$ cat config.mk
export PLATFORM = sky130hd
export DESIGN_NAME = wide_reg_collector
export DESIGN_NICKNAME = d
export VERILOG_FILES = /design/src/rtl/wrc_pkg.sv /design/src/rtl/wrc_db_match.sv /design/src/rtl/wrc_collect.sv /design/src/rtl/wrc_commit.sv /design/src/rtl/wide_reg_collector.sv
export SDC_FILE = /design/constraint.sdc
export NUM_CORES = 1
export LEC_CHECK = 0
export BUFFER_PORTS_ARGS = -buffer_cell sky130_fd_sc_hd__buf_4
export CORE_ASPECT_RATIO = 1.5
export CORE_MARGIN = 2
export CORE_UTILIZATION = 61
export DETAILED_ROUTE_END_ITERATION = 8
export GPL_ROUTABILITY_DRIVEN = 0
export PLACE_DENSITY = 0.85
export SLEW_MARGIN = 40
export SYNTH_ARGS = -nofsm -noshare
export SYNTH_HDL_FRONTEND = slang
export SYNTH_SLANG_ARGS = --single-unit
export TNS_END_PERCENT = 10
$ cat constraint.sdc
create_clock -name clk -period 7.1 [get_ports clk]
set_input_delay 0.71 -clock clk [delete_from_list [all_inputs] [get_ports clk]]
set_output_delay 0.71 -clock clk [all_outputs]
set_load 0.02 [all_outputs]
$ cat src/rtl/wrc_pkg.sv
package wrc_pkg;
   localparam int DWORD_W  = 32;
   localparam int LANES    = 4;
   localparam int WIDE_W   = DWORD_W * LANES;
   localparam int LANE_W   = $clog2(LANES);
   localparam int TOP_LANE = LANES - 1;

   typedef logic [DWORD_W-1:0] dword_t;
   typedef logic [WIDE_W-1:0]  wide_t;
   typedef logic [LANES-1:0]   lane_mask_t;
   typedef logic [LANE_W-1:0]  lane_t;
endpackage

$ cat src/rtl/wrc_db_match.sv
module wrc_db_match #(
   parameter int IDX_W  = 4,
   parameter int NUM_DB = 2,
   parameter logic [NUM_DB*IDX_W-1:0] DB_LIST = '0
) (
   input  logic [IDX_W-1:0] idx,
   output logic             is_db
);
   logic [NUM_DB-1:0] hit;

   for (genvar i = 0; i < NUM_DB; i++) begin : g_cmp
      assign hit[i] = (idx == DB_LIST[i*IDX_W +: IDX_W]);
   end

   assign is_db = |hit;
endmodule

$ cat src/rtl/wrc_collect.sv
module wrc_collect
   import wrc_pkg::*;
#(
   parameter int IDX_W = 4
) (
   input  logic             clk,
   input  logic             rst,
   input  logic             wr_en,
   input  logic [IDX_W-1:0] wr_idx,
   input  lane_t            wr_lane,
   input  dword_t           wr_data,
   input  logic             is_db,
   output logic             fire,
   output logic [IDX_W-1:0] fire_idx,
   output wide_t            fire_data
);
   lane_mask_t       mask_q, mask_d, lane_bit, merged_mask;
   logic [IDX_W-1:0] base_q, base_d;
   dword_t           slot_q [LANES];
   logic             store;
   logic             held, same, full, top_db;
   wide_t            merged;

   assign lane_bit    = lane_mask_t'(1) << wr_lane;
   assign held        = |mask_q;
   assign same        = held && (base_q == wr_idx);
   assign merged_mask = (same ? mask_q : '0) | lane_bit;
   assign full        = &merged_mask;
   assign top_db      = is_db && (wr_lane == lane_t'(TOP_LANE));

   for (genvar l = 0; l < LANES; l++) begin : g_merge
      assign merged[l*DWORD_W +: DWORD_W] =
         (wr_lane == lane_t'(l)) ? wr_data : slot_q[l];
   end

   always_comb begin
      mask_d    = mask_q;
      base_d    = base_q;
      store     = 1'b0;
      fire      = 1'b0;
      fire_data = merged;
      if (wr_en) begin
         if (top_db) begin
            fire   = 1'b1;
            if (!full)
               fire_data = {wr_data, {(WIDE_W-DWORD_W){1'b0}}};
            mask_d = '0;
            base_d = '0;
         end else if (is_db && held && !same) begin
            mask_d = mask_q;
         end else if (full) begin
            fire   = 1'b1;
            mask_d = '0;
            base_d = '0;
         end else begin
            mask_d = merged_mask;
            base_d = wr_idx;
            store  = 1'b1;
         end
      end
   end

   assign fire_idx = wr_idx;

   always_ff @(posedge clk) begin
      if (rst) begin
         mask_q <= '0;
         base_q <= '0;
         for (int l = 0; l < LANES; l++) slot_q[l] <= '0;
      end else begin
         mask_q <= mask_d;
         base_q <= base_d;
         if (store) slot_q[wr_lane] <= wr_data;
      end
   end

   AST_DB_DISCARD_KEEPS: assert property (@(posedge clk) disable iff (rst)
      (wr_en && is_db && !top_db && held && !same) |=> ($stable(mask_q) && $stable(base_q)));

   AST_EMPTY_AFTER_COMMIT: assert property (@(posedge clk) disable iff (rst)
      fire |=> (mask_q == '0));
endmodule

$ cat src/rtl/wrc_commit.sv
module wrc_commit
   import wrc_pkg::*;
#(
   parameter int IDX_W = 4
) (
   input  logic             clk,
   input  logic             rst,
   input  logic             fire,
   input  logic [IDX_W-1:0] fire_idx,
   input  wide_t            fire_data,
   output logic             commit_valid,
   output logic [IDX_W-1:0] commit_idx,
   output wide_t            commit_data
);
   always_ff @(posedge clk) begin
      if (rst) begin
         commit_valid <= 1'b0;
         commit_idx   <= '0;
         commit_data  <= '0;
      end else begin
         commit_valid <= fire;
         if (fire) begin
            commit_idx  <= fire_idx;
            commit_data <= fire_data;
         end
      end
   end
endmodule

$ cat src/rtl/wide_reg_collector.sv
module wide_reg_collector
   import wrc_pkg::*;
#(
   parameter int ADDR_W = 8,
   parameter int NUM_DB = 2,
   parameter logic [NUM_DB*(ADDR_W-4)-1:0] DB_LIST = {4'd9, 4'd5}
) (
   input  logic                clk,
   input  logic                rst,
   input  logic                wr_en,
   input  logic [ADDR_W-1:0]   wr_addr,
   input  logic [31:0]         wr_data,
   output logic                commit_valid,
   output logic [ADDR_W-5:0]   commit_idx,
   output logic [127:0]        commit_data
);
   localparam int IDX_W = ADDR_W - 4;

   if (ADDR_W < 5) begin : g_bad_addr
      $error("ADDR_W must leave at least one register index bit");
   end
   if (NUM_DB < 1) begin : g_bad_list
      $error("NUM_DB must be at least one");
   end
   if (WIDE_W != 128) begin : g_bad_wide
      $error("collector is built for 128-bit registers");
   end

   logic [IDX_W-1:0] wr_idx;
   lane_t            wr_lane;
   logic             is_db;
   logic             fire;
   logic [IDX_W-1:0] fire_idx;
   wide_t            fire_data;
   logic             unused_byte_bits;

   assign wr_idx           = wr_addr[ADDR_W-1:4];
   assign wr_lane          = wr_addr[3:2];
   assign unused_byte_bits = ^wr_addr[1:0];

   wrc_db_match #(.IDX_W(IDX_W), .NUM_DB(NUM_DB), .DB_LIST(DB_LIST)) u_match (
      .idx   (wr_idx),
      .is_db (is_db)
   );

   wrc_collect #(.IDX_W(IDX_W)) u_collect (
      .clk       (clk),
      .rst       (rst),
      .wr_en     (wr_en),
      .wr_idx    (wr_idx),
      .wr_lane   (wr_lane),
      .wr_data   (wr_data),
      .is_db     (is_db),
      .fire      (fire),
      .fire_idx  (fire_idx),
      .fire_data (fire_data)
   );

   wrc_commit #(.IDX_W(IDX_W)) u_commit (
      .clk          (clk),
      .rst          (rst),
      .fire         (fire),
      .fire_idx     (fire_idx),
      .fire_data    (fire_data),
      .commit_valid (commit_valid),
      .commit_idx   (commit_idx),
      .commit_data  (commit_data)
   );

   AST_COMMIT_NEEDS_WRITE: assert property (@(posedge clk) disable iff (rst)
      commit_valid |-> $past(wr_en));

   AST_DB_TOP_COMMITS: assert property (@(posedge clk) disable iff (rst)
      (wr_en && is_db && wr_lane == lane_t'(TOP_LANE)) |=> (commit_valid && commit_idx == $past(wr_idx)));
endmodule

Word level (Yosys, flattened, before mapping)
Memory sizes are Yosys's and may differ from the RTL's.
Index checks and enable logic that the tools add are counted.
{ "word_totals": {"ff_bits": 141, "latchBits": 0, "mem_bits_rw": 128, "romBits": 0, "word_cells": 56, "n_memories": 1} }
{ "classes": {"add_sub_neg": 0, "n_mul": 0, "n_div": 0, "magnitude_cmp": 0, "eq_ne": 7, "n_shift": 1, "n_mux": 30, "n_bitwise": 1, "reduce_logical": 11} }
{ "memory_table": {"columns": ["name", "depth", "word_bits", "rd", "rd_ports_with_merged_regs", "wr", "line", "text"], "rows": [
  ["u_collect.slot_q", 4, 32, 4, 0, 4, "wrc_collect.sv:19", "dword_t slot_q [LANES];"]
]} }
{ "op_table": {"columns": ["operator", "n"], "rows": [
  ["2-to-1 mux 128 bit", 3],
  ["2-to-1 mux 32 bit", 5],
  ["OR reduction 32 bit", 1],
  ["2-to-1 mux 4 bit", 7],
  ["2-to-1 mux 1 bit", 14],
  ["equality test 2 bit (second input constant)", 2],
  ["equality test 4 x 3 -> 1 bit (second input constant)", 1],
  ["equality test 4 bit", 1],
  ["equality test 4 bit (second input constant)", 1],
  ["logical AND 1 bit", 4],
  ["OR 4 bit", 1],
  ["AND reduction 4 bit", 1],
  ["OR reduction 4 bit", 1],
  ["<< shifter 1 x 2 -> 4 bit (first input constant)", 1],
  ["equality test 2 x 1 -> 1 bit (second input constant)", 1],
  ["logical NOT 2 bit", 1],
  ["2-to-1 mux 2 bit", 1],
  ["!= test 2 x 1 -> 1 bit (second input constant)", 1],
  ["AND reduction 2 bit", 1],
  ["OR reduction 2 bit", 1],
  ["logical NOT 1 bit", 1]
]} }

Depth between registers and ports, before layout
Gate-level depths: netlist (run 1).
{ "logic_depth": {"word_depth": 14, "depth_mapped": 10} }

Hierarchy
A second synthesis (run 1) with hierarchy kept.
{ "hier_totals": {"hier_cells": 1167, "hier_area_um2": 11701.2} }
{ "modules_own_cells": {"columns": ["module", "instances", "cells_per_inst", "area_each_um2", "seq_area_each_um2"], "rows": [
  ["wrc_collect", 1, 737, 6930.4, 4003.8],
  ["wrc_commit", 1, 428, 4749.6, 2662.6],
  ["wrc_db_match", 1, 2, 21.3, 0.0]
]} }

Worst setup path after synthesis (run 1)
Ideal clock, no wire load.
{ "synth_timing": {"kind": "input -> register", "from": "input wr_addr[3]", "to": "memory u_collect.slot_q[0][0] (netlist bit) (enable)", "setup_ps": 394, "arrival_ps": 2746, "t_required_ps": 6706, "setup_slack_ps": 3960, "stages": 8, "path_buffers": 3, "path_cell_list": "buf_4 > and4_1 > a2bb2oi_1 > a211o_1 > buf_2 > clkbuf_1 > nand3_1 > nand2b_1"} }
{ "synth_rtl": {"columns": ["element", "line", "text"], "rows": [
  ["from (decl)", "wide_reg_collector.sv:11", "input logic [ADDR_W-1:0] wr_addr,"],
  ["to (decl)", "wrc_collect.sv:19", null]
]} }

Final worst setup path (run 1)
{ "layout_timing": {"from": "input wr_addr[3]", "to": "register u_commit.commit_data[75]"} }
{ "layout_between": {"elab_chain_cells": 7, "word_cells_on_any_way": 14, "classes_between": "eq/ne (2); shift (1); mux (8); bitwise (1); reduce/logical (2)"} }
{ "layout_rtl": {"columns": ["element", "line", "text"], "rows": [
  ["<< shifter 1 x 2 -> 4 bit", "wrc_collect.sv:24", "assign lane_bit = lane_mask_t'(1) << wr_lane;"],
  ["OR 4 bit", "wrc_collect.sv:27", "assign merged_mask = (same ? mask_q : '0) | lane_bit;"],
  ["AND reduction 4 bit", "wrc_collect.sv:28", "assign full = &merged_mask;"],
  ["2-to-1 mux 1 bit", "wrc_collect.sv:51", "end else if (full) begin"],
  ["2-to-1 mux 1 bit", "wrc_collect.sv:49", "end else if (is_db && held && !same) begin"],
  ["2-to-1 mux 1 bit", "wrc_collect.sv:43", "if (top_db) begin"],
  ["2-to-1 mux 1 bit", "wrc_collect.sv:42", "if (wr_en) begin"],
  ["to (signal assigned)", "wrc_commit.sv:24", "commit_data <= fire_data;"],
  ["to (decl)", "wrc_commit.sv:13", "output wide_t commit_data"]
]} }
Several ways; a longest one is shown, not always the timed one.
A chain may end at the register's enable or synchronous reset.

==> metrics.md, run 1 <==
| Metric | Value |
|---|---|
| Net Sw Frac | `0.223` |
| Largest net degree at the start of global routing | `between 80 and 90` |
| Power Total | `around 3.3 mW` |
| Final setup TNS | `0 ps` |
| Final worst-path cycle share | `0.470` |
| Synth top area cells | `edfxtp_1 33%, dfxtp_1 24%, mux2i_1 8.6%` |
| Post-synth top area cell | `edfxtp_1` |
| Final std cells w/o fill | `1429` |
| Crit path required time | `7450 ps` |
| IO Port Bufs | `173` |
| CORE AREA | `18500 um2` |
| Area share of the largest cell type after synthesis | `0.332` |
| GRT Total Usage | `0.290` |
| Status | `completed` |
| Clock share of power | `0.423` |
| Synthesized instance count | `around 1.0k` |
| Yosys warning total | `0` |
| 1st-iter DRT viols | `650` |
| Hold Buf Count CTS | `0` |
| Total congestion overflow | `0` |
| HPWL after DPL | `17000 um` |
| Via count | `around 8.5k` |
| Register area share after synthesis | `0.577` |
| Critical path peak fanout | `between 50 and 60` |
| Total Wirelength | `29200 um` |
| Layout Nets | `~1.2k` |
| EDFF count, synth | `between 100 and 150` |
| Min Tclk post-route | `between 3000 and 4000 ps` |
| Final slew viol count | `0` |
| Leak Pwr | `~5.6 nW` |
| Synth Register Bits | `around 270` |
| Seq pwr share | `0.505` |
| Initial antenna violation count | `0` |
| Max Fclk | `about 300 MHz` |
| Clock Tree Buf Depth | `3` |
| Mean post-synth cell area | `11.2 um2` |
| Kind of critical path | `in -> reg` |
| Synth Flop Type | `dfxtp_1` |
| Post-CTS Setup Bufs | `0` |
| Initial Utilization | `0.623` |
| PostCTS Resize Cnt | `0` |
| Clk pin slew, worst setup/hold paths | `approximately 70 ps` |
| # setup viols final | `0` |
| Crit start category | `input pin` |
| Final Hold Viols | `0` |
| Post-synthesis cell area | `around 12000 um2` |
| WL per Instance | `a little over 20 um` |
| Cell Rows | `61` |
| Worst setup EP type | `flop` |
| Vias per cell | `5.93` |
| Power per cell area | `between 200 and 250 nW/um2` |
| Switching Power | `around 0.74 mW` |
| Combinational share of power | `0.072` |
| Max Cap Viol | `0` |
| Dpl ws | `3270 ps` |
| Share of flip-flops with an asynchronous set or reset | `0` |
| Final Worst Setup Slack | `between 3000 and 4000 ps` |
| Die outline width | `116 um` |
| Clk Latency, worst-skew pair | `around 520 ps` |
| TritonRoute pass-1 iters | `5` |
| Post-Place Cells | `approximately 1.4k` |
| Vias in the first global route | `around 8.6k` |
| Worst-Margin Slew | `between 700 and 800 ps` |
| First-pass GRT wire length | `45700 um` |
| Clock Skews | `around 26 ps` |
| Synthesized net count | `about 1.1k` |
| CTS Buf Count | `24` |
| ANT nets after route | `0` |
| Worst min-delay path class | `in -> reg` |
| Clock sinks | `between 200 and 300` |
| Area growth, synth to finish | `19.8%` |
| VDD IR max | `between 200 and 250 uV` |
| H-Tree Depth | `1` |
| Die footprint | `between 20000 and 25000 um2` |
| TritonCTS clock tree | `done` |
| Ant. Diodes | `0` |
| Arrival @ worst endpoint | `3690 ps` |
| CTS Root Cell | `clkbuf_16` |
| RSZ-0062 raised after global routing | `false` |
| Max transition margin | `0.491` |
| Die H | `~170 um` |
| Layout cells sized above 1 | `0.257` |
| I/O Pins | `~180` |
| Yosys cell types | `35` |
| # DRC | `0` |
| Design internal power | `roughly 2.6 mW` |
[synth_stat cells (2+ instances only)]
cell type	n
dfxtp_1	141
nor2_1	134
edfxtp_1	128
inv_1	100
mux2i_1	99
o32ai_1	67
clkbuf_1	66
nand2b_1	45
nand2_1	39
nand3_1	38
a21oi_1	33
mux2_2	33
nor2b_1	32
o32ai_2	30
buf_2	11
xnor2_1	5
a31oi_1	4
buf_6	4
a32oi_1	3
buf_1	2
buf_4	2
nand3b_1	2
nand4_1	2
nor3_1	2
[sequential cells by signal, indices dropped and copies added, names as in the netlist]
name	count
u_commit.commit_data	128
u_commit.commit_valid	1
u_commit.commit_idx	4
u_collect.mask_q	4
u_collect.slot_q	128
u_collect.base_q	4
[stage by stage]
stage | cell area, um2 | utilization | hold WS (ps)
6_report | 13800 | 0.747 | 470
5_1_grt | 13800 | 0.747 | 479
4_1_cts | 13800 | 0.746 | 460
3_5_place_dp | 13000 | 0.700 | 465
3_3_place_gp | 12900 | 0.698 | 453
2_1_floorplan | 11600 | - | 444
[per-layer routing]
layer | global-route usage | up-vias | part of all wire
met3 | 0.0354 | 75 | 0.061
met2 | 0.509 | 353 | 0.52
li1 | - | 3887 | -
met1 | 0.350 | 4152 | 0.37
met5 | 0 | - | 0
met4 | 0.133 | 0 | 0.044
[worst paths after layout]
kind                            startpoint                  endpoint  slack (ps)  depth (start not counted)
setup / recovery                wr_addr[3]  u_commit.commit_data[75]        3760                          7
hold / removal                  wr_addr[5]    u_commit.commit_idx[1]         470                          3
setup reg to reg       u_collect.mask_q[3]   u_collect.slot_q[0][21]        3890                          5
hold reg to reg   u_commit.commit_data[49]  u_commit.commit_data[49]         480                          2
[area by class of cell]
class	count	area (um2)
clock buffers	31	699
clock inverters	13	166
fillers	1266	4700
inverters	100	375
multi-input cells	579	4230
flip-flops and latches	269	6670
well taps	252	315
repair buffers	185	1400
[power groups by stage]
stage                     Clock (mW)  Combinational [mW]  Sequential [mW]
after floorplan                    0               0.148             1.71
after detailed placement           0               0.236             1.72
after global placement             0               0.230             1.72
after global routing            1.48               0.258             1.69
final                           1.41               0.240             1.68
after CTS                       1.42               0.239             1.68
[placed cells by master (no fill, tap or decap), types with 2 or more instances in the layout]
cell / instances
nand3_1: 37
clkinv_2: 5
mux2i_1: 99
a32oi_1: 3
nand2b_2: 2
nor3_1: 2
dfxtp_1: 141
buf_4: 182
mux2_2: 33
o32ai_1: 67
nor2b_1: 32
nor2_1: 133
o32ai_2: 30
a31oi_1: 4
nand4_1: 2
a21oi_1: 33
nand2b_1: 39
clkbuf_1: 2
clkbuf_8: 3
edfxtp_1: 128
nand2_1: 39
inv_1: 100
xnor2_1: 5
nand2b_4: 4
nand3b_1: 2
bufinv_16: 4
clkbuf_16: 26
buf_6: 3
clkinv_1: 2
[worst max-delay path: stages]
cell	delay (ps)
buf_4	440
mux2_2	390
nand4b_1	80
a211o_1	510
or3_4	620
buf_4	700
o32ai_1	210
[logic make-up (layout without fill, tap and decap cells)]
| logic type | after synthesis | after routing | synth area share |
|---|---|---|---|
| AOI/OAI and AO/OA | 143 | 143 | 0.116 |
| xor gates and xnor gates | 5 | 5 | 0.00379 |
| buffers and inverters | 185 | 329 | 0.0645 |
| DFF | 269 | 269 | 0.577 |
| muxes | 132 | 132 | 0.118 |
| and+or+nand+nor | 299 | 299 | 0.121 |
(Power assumes the default switching activity.)
==> inputs of run 2 (changes only) <==
Settings changed: CORE_UTILIZATION 61 to 57, PLACE_DENSITY 0.85 to 0.8.
Clock period 7.1 ns to 3.1 ns, I/O delays scaled along.
==> run 2 against run 1 <==
Highest routed layer unchanged. Utilization shrank 4.5 points. Clock skew shrank 8.0 ps. Critical endpoint is now u_collect.slot_q[0][20]. Critical path type is now reg -> reg. Worst setup slack lost 3300 ps. Largest power group unchanged. Sequential share of layout area shrank 0.31 points. Design area grew 0.65%. Via count shrank 0.87%.
==> metrics.md, run 2 (synthesized netlist as in run 1, its figures left out) <==
| Metric | Value |
|---|---|
| Vias in the first global route | `8421 (-2.3%)` |
| CTS Buf Count | `24 (unchanged)` |
| Worst setup EP type | `flop` |
| Post-Place Cells | `1409 (+1.7%)` |
| Total Wirelength | `28900 um (-0.87%)` |
| Clock Tree Buf Depth | `3 (unchanged)` |
| Critical-path top delay cell | `a211oi_2` |
| Post-CTS Setup Bufs | `0 (unchanged)` |
| PostCTS Resize Cnt | `0 (unchanged)` |
| GRT Total Usage | `0.267 (-0.0233)` |
| Largest net degree at the start of global routing | `83 (+1.2%)` |
| CORE AREA | `19900 um2 (+7.1%)` |
| Hold Buf Count CTS | `0 (unchanged)` |
| Cell area after placement | `13100 um2 (+1.2%)` |
| # DRC | `0 (unchanged)` |
| Max transition margin | `0.532 (+0.0411)` |
| HPWL after DPL | `18200 um (+7.1%)` |
| Final setup TNS | `0 ps (unchanged)` |
| Die footprint | `21500 um2 (+6.8%)` |
| Ant. Diodes | `0 (unchanged)` |
| IO Port Bufs | `173 (unchanged)` |
| Crit start category | `flop` |
| Min Tclk post-route | `2660 ps` |
| Worst R2R Path Depth | `6 (+1)` |
| Final Util | `0.702 (-0.0450)` |
| Area growth, synth to finish | `20.6%` |
| Met3 Usage GRT | `0.0345 (-0.000874)` |
| Worst hold margin | `92.9 ps (-377 ps)` |
| Top Registers | `u_collect.slot_q (128), u_commit.commit_data (128)` |
| Vias per cell | `5.78 (-2.5%)` |
| First-pass GRT wire length | `45000 um (-1.6%)` |
| Layout cells sized above 1 | `0.260 (+0.00326)` |
| Cell Rows | `63 (+3.3%)` |
| Worst min-delay path class | `in -> reg` |
| Dpl ws | `405 ps (-2860 ps)` |
| Arrival @ worst endpoint | `2870 ps (-820 ps)` |
| Initial Utilization | `0.582 (-0.0413)` |
| Initial antenna violation count | `0 (unchanged)` |
| 1st-iter DRT viols | `572 (-12%)` |
| Leak Pwr | `5.59 nW (+0.42%)` |
| ANT nets after route | `0 (unchanged)` |
| Crit path required time | `3310 ps (-4140 ps)` |
| Status | `completed` |
| TritonRoute pass-1 iters | `5 (unchanged)` |
| Kind of critical path | `reg -> reg` |
| WL per Instance | `19.9 um (-2.5%)` |
| Via count | `8393 (-0.87%)` |
| Worst-Margin Slew | `702 ps (-59.8 ps)` |
| # setup viols final | `0 (unchanged)` |
| Die outline width | `120 um (+3.3%)` |
| Clock Skews | `18.4 ps (-8.02 ps)` |
| I/O Pins | `176 (unchanged)` |
| Final Hold Viols | `0 (unchanged)` |
| Final slew viol count | `0 (unchanged)` |
| Met2 Use GR | `0.495 (-0.0147)` |
| Critical path peak fanout | `22 (-59%)` |
| Max Cap Viol | `0 (unchanged)` |
| TritonCTS clock tree | `done` |
| VDD IR max | `434 uV (+97%)` |
| Commonest non-fill, non-tap cells in the layout | `195 x buf_4, 141 x dfxtp_1, 133 x nor2_1, 128 x edfxtp_1, 100 x inv_1` |
| Final Worst Setup Slack | `440 ps (-3320 ps)` |
| CTS Root Cell | `clkbuf_16` |
| Power Total | `7.43 mW (+120%)` |
| H-Tree Depth | `1 (unchanged)` |
| Hold Path Stages | `3 (unchanged)` |
| Clk pin slew, worst setup/hold paths | `70 ps (about the same)` |
| Power per cell area | `533 nW/um2 (+120%)` |
| Design area | `13900 um2 (+0.65%)` |
| GR Util met1 | `0.316 (-0.0338)` |
| Total congestion overflow | `0 (unchanged)` |
| Max Fclk | `approximately 380 MHz` |
| CP max stage delay | `580 ps (-120 ps)` |
| Final std cells w/o fill | `1453 (+1.7%)` |
| Commonest non-fill, non-tap cell in the layout | `buf_4` |
| Clock sinks | `269 (unchanged)` |
| RSZ-0062 raised after global routing | `false` |
| Cell breakdown of the critical path | `nor4_1, nor3_1, a211oi_2, nand3_2, nand2b_2, buf_12` |
| Top Usage Layer GRT | `met2` |
| Layout Nets | `1218 (+1.3%)` |
| Die H | `178 um (+3.4%)` |
| Clk Latency, worst-skew pair | `520 ps (about the same)` |
| Final worst-path cycle share | `0.858` |
## run 2: cell type report
| cell class | instances | area (um2) |
|---|---|---|
| well taps | 260 | 325 |
| fillers | 1473 | 5930 |
| multi-input cells | 579 | 4200 |
| repair buffers | 201 | 1580 |
| inverters | 100 | 375 |
| flip-flops and latches | 269 | 6670 |
| clock inverters | 6 | 81.3 |
| clock buffers | 38 | 717 |
## run 2: final timing paths
path / end / from / slack, ps
min reg2reg: u_commit.commit_data[54] / u_commit.commit_data[54] / 480
max: u_collect.slot_q[0][20] / u_collect.mask_q[3] / 440
min: u_commit.commit_idx[3] / wr_addr[7] / 90
max reg2reg: u_collect.slot_q[0][20] / u_collect.mask_q[3] / 440
## run 2: worst max-delay path: cells and delay by family (launching register included)
kind	cells	cell delay, ps
compound gates	1	580
buf+inv	1	260
flops	1	350
simple gates	4	1130
## run 2: where the power goes
part / total [mW] / internal, mW / switching [mW]
Clock: 3.01 / 1.76 / 1.25
Sequential: 3.85 / 3.82 / 0.0313
Combinational: 0.568 / 0.199 / 0.369
Total: 7.43 / 5.78 / 1.65
## run 2: layer usage
layer	vias to the layer above	part of all wire
met4	0	0.029
met5	-	0
li1	3914	-
met2	311	0.54
met1	4108	0.38
met3	60	0.057
==> inputs of run 3 (changes only) <==
Settings changed: RECOVER_POWER set to 50.
==> run 3 against run 2 <==
Combinational power decreased by 2%. Power hardly changed. Die area unchanged. Critical path depth rose by 1.
==> metrics.md, run 3 (synthesized netlist as in run 1, its figures left out) <==
| Metric | Value |
|---|---|
| Fill count | `1627 (+10%)` |
| CTS Root Cell | `clkbuf_16` |
| Worst min-delay path class | `in -> reg` |
| Design area | `13300 um2 (-4.4%)` |
| Ant. Diodes | `0 (unchanged)` |
| Area growth, synth to finish | `15.2%` |
| Commonest non-fill, non-tap cells in the layout | `148 x clkbuf_1, 141 x dfxtp_1, 133 x nor2_1, 128 x edfxtp_1, 100 x inv_1` |
| PostCTS Resize Cnt | `0 (unchanged)` |
| Final Worst Setup Slack | `361 ps (-79.8 ps)` |
| Total congestion overflow | `0 (unchanged)` |
| Crit start category | `flop` |
| HPWL after DPL | `18200 um (unchanged)` |
| Final worst-path cycle share | `0.884 (+0.0257)` |
| Cell breakdown of the critical path | `xnor2_1, nand4_1, a211o_1, clkbuf_1, a21oi_1, clkbuf_2, o32ai_1` |
| First-pass GRT wire length | `45000 um (unchanged)` |
| Cell Rows | `63 (unchanged)` |
| Max transition margin | `0.388 (-0.144)` |
| Initial antenna violation count | `0 (unchanged)` |
| 1st-iter DRT viols | `599 (+4.7%)` |
| Final Hold Viols | `0 (unchanged)` |
| Largest net degree at the start of global routing | `83 (unchanged)` |
| Min Tclk post-route | `2740 ps (+79.8 ps)` |
| Final slew viol count | `0 (unchanged)` |
| Vias in the first global route | `8421 (unchanged)` |
| Worst hold margin | `97.5 ps (+4.55 ps)` |
| Die H | `178 um (unchanged)` |
| CP max stage delay | `690 ps (+110 ps)` |
| Worst setup EP type | `flop` |
| Dpl ws | `405 ps (unchanged)` |
| GRT Total Usage | `0.267 (unchanged)` |
| RSZ-0062 raised after global routing | `false` |
| Crit path buffers/inverters | `2 (+1)` |
| Clock sinks | `269 (unchanged)` |
| Total Wirelength | `29100 um (+0.48%)` |
| H-Tree Depth | `1 (unchanged)` |
| TritonRoute pass-1 iters | `5 (unchanged)` |
| VDD IR max | `436 uV (+0.48%)` |
| Kind of critical path | `reg -> reg` |
| Crit path required time | `3450 ps (+140 ps)` |
| # setup viols final | `0 (unchanged)` |
| Max Fclk | `365 MHz (-2.9%)` |
| Final setup TNS | `0 ps (unchanged)` |
| Status | `completed` |
| Power Total | `7.43 mW (about the same)` |
| IO Port Bufs | `173 (unchanged)` |
| Power per cell area | `558 nW/um2 (+4.6%)` |
| Via count | `8406 (+0.15%)` |
| Multi-input gate area | `4100 um2 (-2.2%)` |
| Initial Utilization | `0.582 (unchanged)` |
| Seq. cell area | `6670 um2 (unchanged)` |
| Layout Nets | `1218 (unchanged)` |
| Clk Latency, worst-skew pair | `520 ps (about the same)` |
| WL per Instance | `20.0 um (+0.48%)` |
| Die outline width | `120 um (unchanged)` |
| Post-CTS Setup Bufs | `0 (unchanged)` |
| ANT nets after route | `0 (unchanged)` |
| Clock Skews | `15.9 ps (-2.49 ps)` |
| I/O Pins | `176 (unchanged)` |
| Critical path peak fanout | `29 (+32%)` |
| CORE AREA | `19900 um2 (unchanged)` |
| Vias per cell | `5.79 (+0.15%)` |
| Leak Pwr | `4.98 nW (-11%)` |
| Layout cells sized above 1 | `0.135 (-0.125)` |
| Worst-Margin Slew | `918 ps (+216 ps)` |
| Clock Tree Buf Depth | `3 (unchanged)` |
| Commonest non-fill, non-tap cell in the layout | `clkbuf_1` |
| Critical-path top delay cell | `clkbuf_2` |
| Die footprint | `21500 um2 (unchanged)` |
| Clk pin slew, worst setup/hold paths | `70 ps (about the same)` |
| Kind of cell with the highest combined delay on the critical path | `buffers and inverters` |
| Max Cap Viol | `0 (unchanged)` |
| Top Registers | `u_collect.slot_q (128), u_commit.commit_data (128)` |
| Cell area after placement | `13100 um2 (unchanged)` |
| # DRC | `0 (unchanged)` |
| TritonCTS clock tree | `done` |
| Arrival @ worst endpoint | `3090 ps (+220 ps)` |
| Hold Buf Count CTS | `0 (unchanged)` |
| CTS Buf Count | `24 (unchanged)` |
[run 3: worst min-delay path, cell delays in order]
cell,delay (ps)
buf_4,130
nand2b_1,60
mux2i_1,60
[run 3: cell type report]
cell class / count / share of cell area
inverter: 100 / 0.0282
tap: 260 / 0.0244
clock buffer: 38 / 0.0538
timing repair buffer: 201 / 0.0791
clock inverter: 6 / 0.00610
multi-input combinational: 579 / 0.308
sequential: 269 / 0.500
[run 3: final timing paths]
path | startpoint | end | slack, ps | cells after the start
min | wr_addr[7] | u_commit.commit_idx[3] | 100 | 3
min reg2reg | u_commit.commit_data[1] | u_commit.commit_data[1] | 480 | 2
max | u_collect.base_q[1] | u_commit.commit_idx[1] | 360 | 7
max reg2reg | u_collect.base_q[1] | u_commit.commit_idx[1] | 360 | 7
[run 3: per-layer routing]
layer  share of wire  vias to the layer above  GRT usage
li1                -                     3918          -
met1            0.38                     4077      0.316
met2            0.53                      348      0.495
met3           0.062                       63     0.0345
met4           0.030                        0     0.0935
met5               0                        -          0
[run 3: power breakdown]
group | switching [mW] | total, mW | internal [mW]
Sequential | 0.0314 | 3.85 | 3.82
Clock | 1.26 | 3.02 | 1.76
Combinational | 0.366 | 0.558 | 0.193
[run 3: through the flow]
step	cells	utilization
floorplan	1033	-
global placement	1409	0.661
detailed placement	1409	0.661
CTS	1453	0.701
global route	1453	0.671
finish	1453	0.671
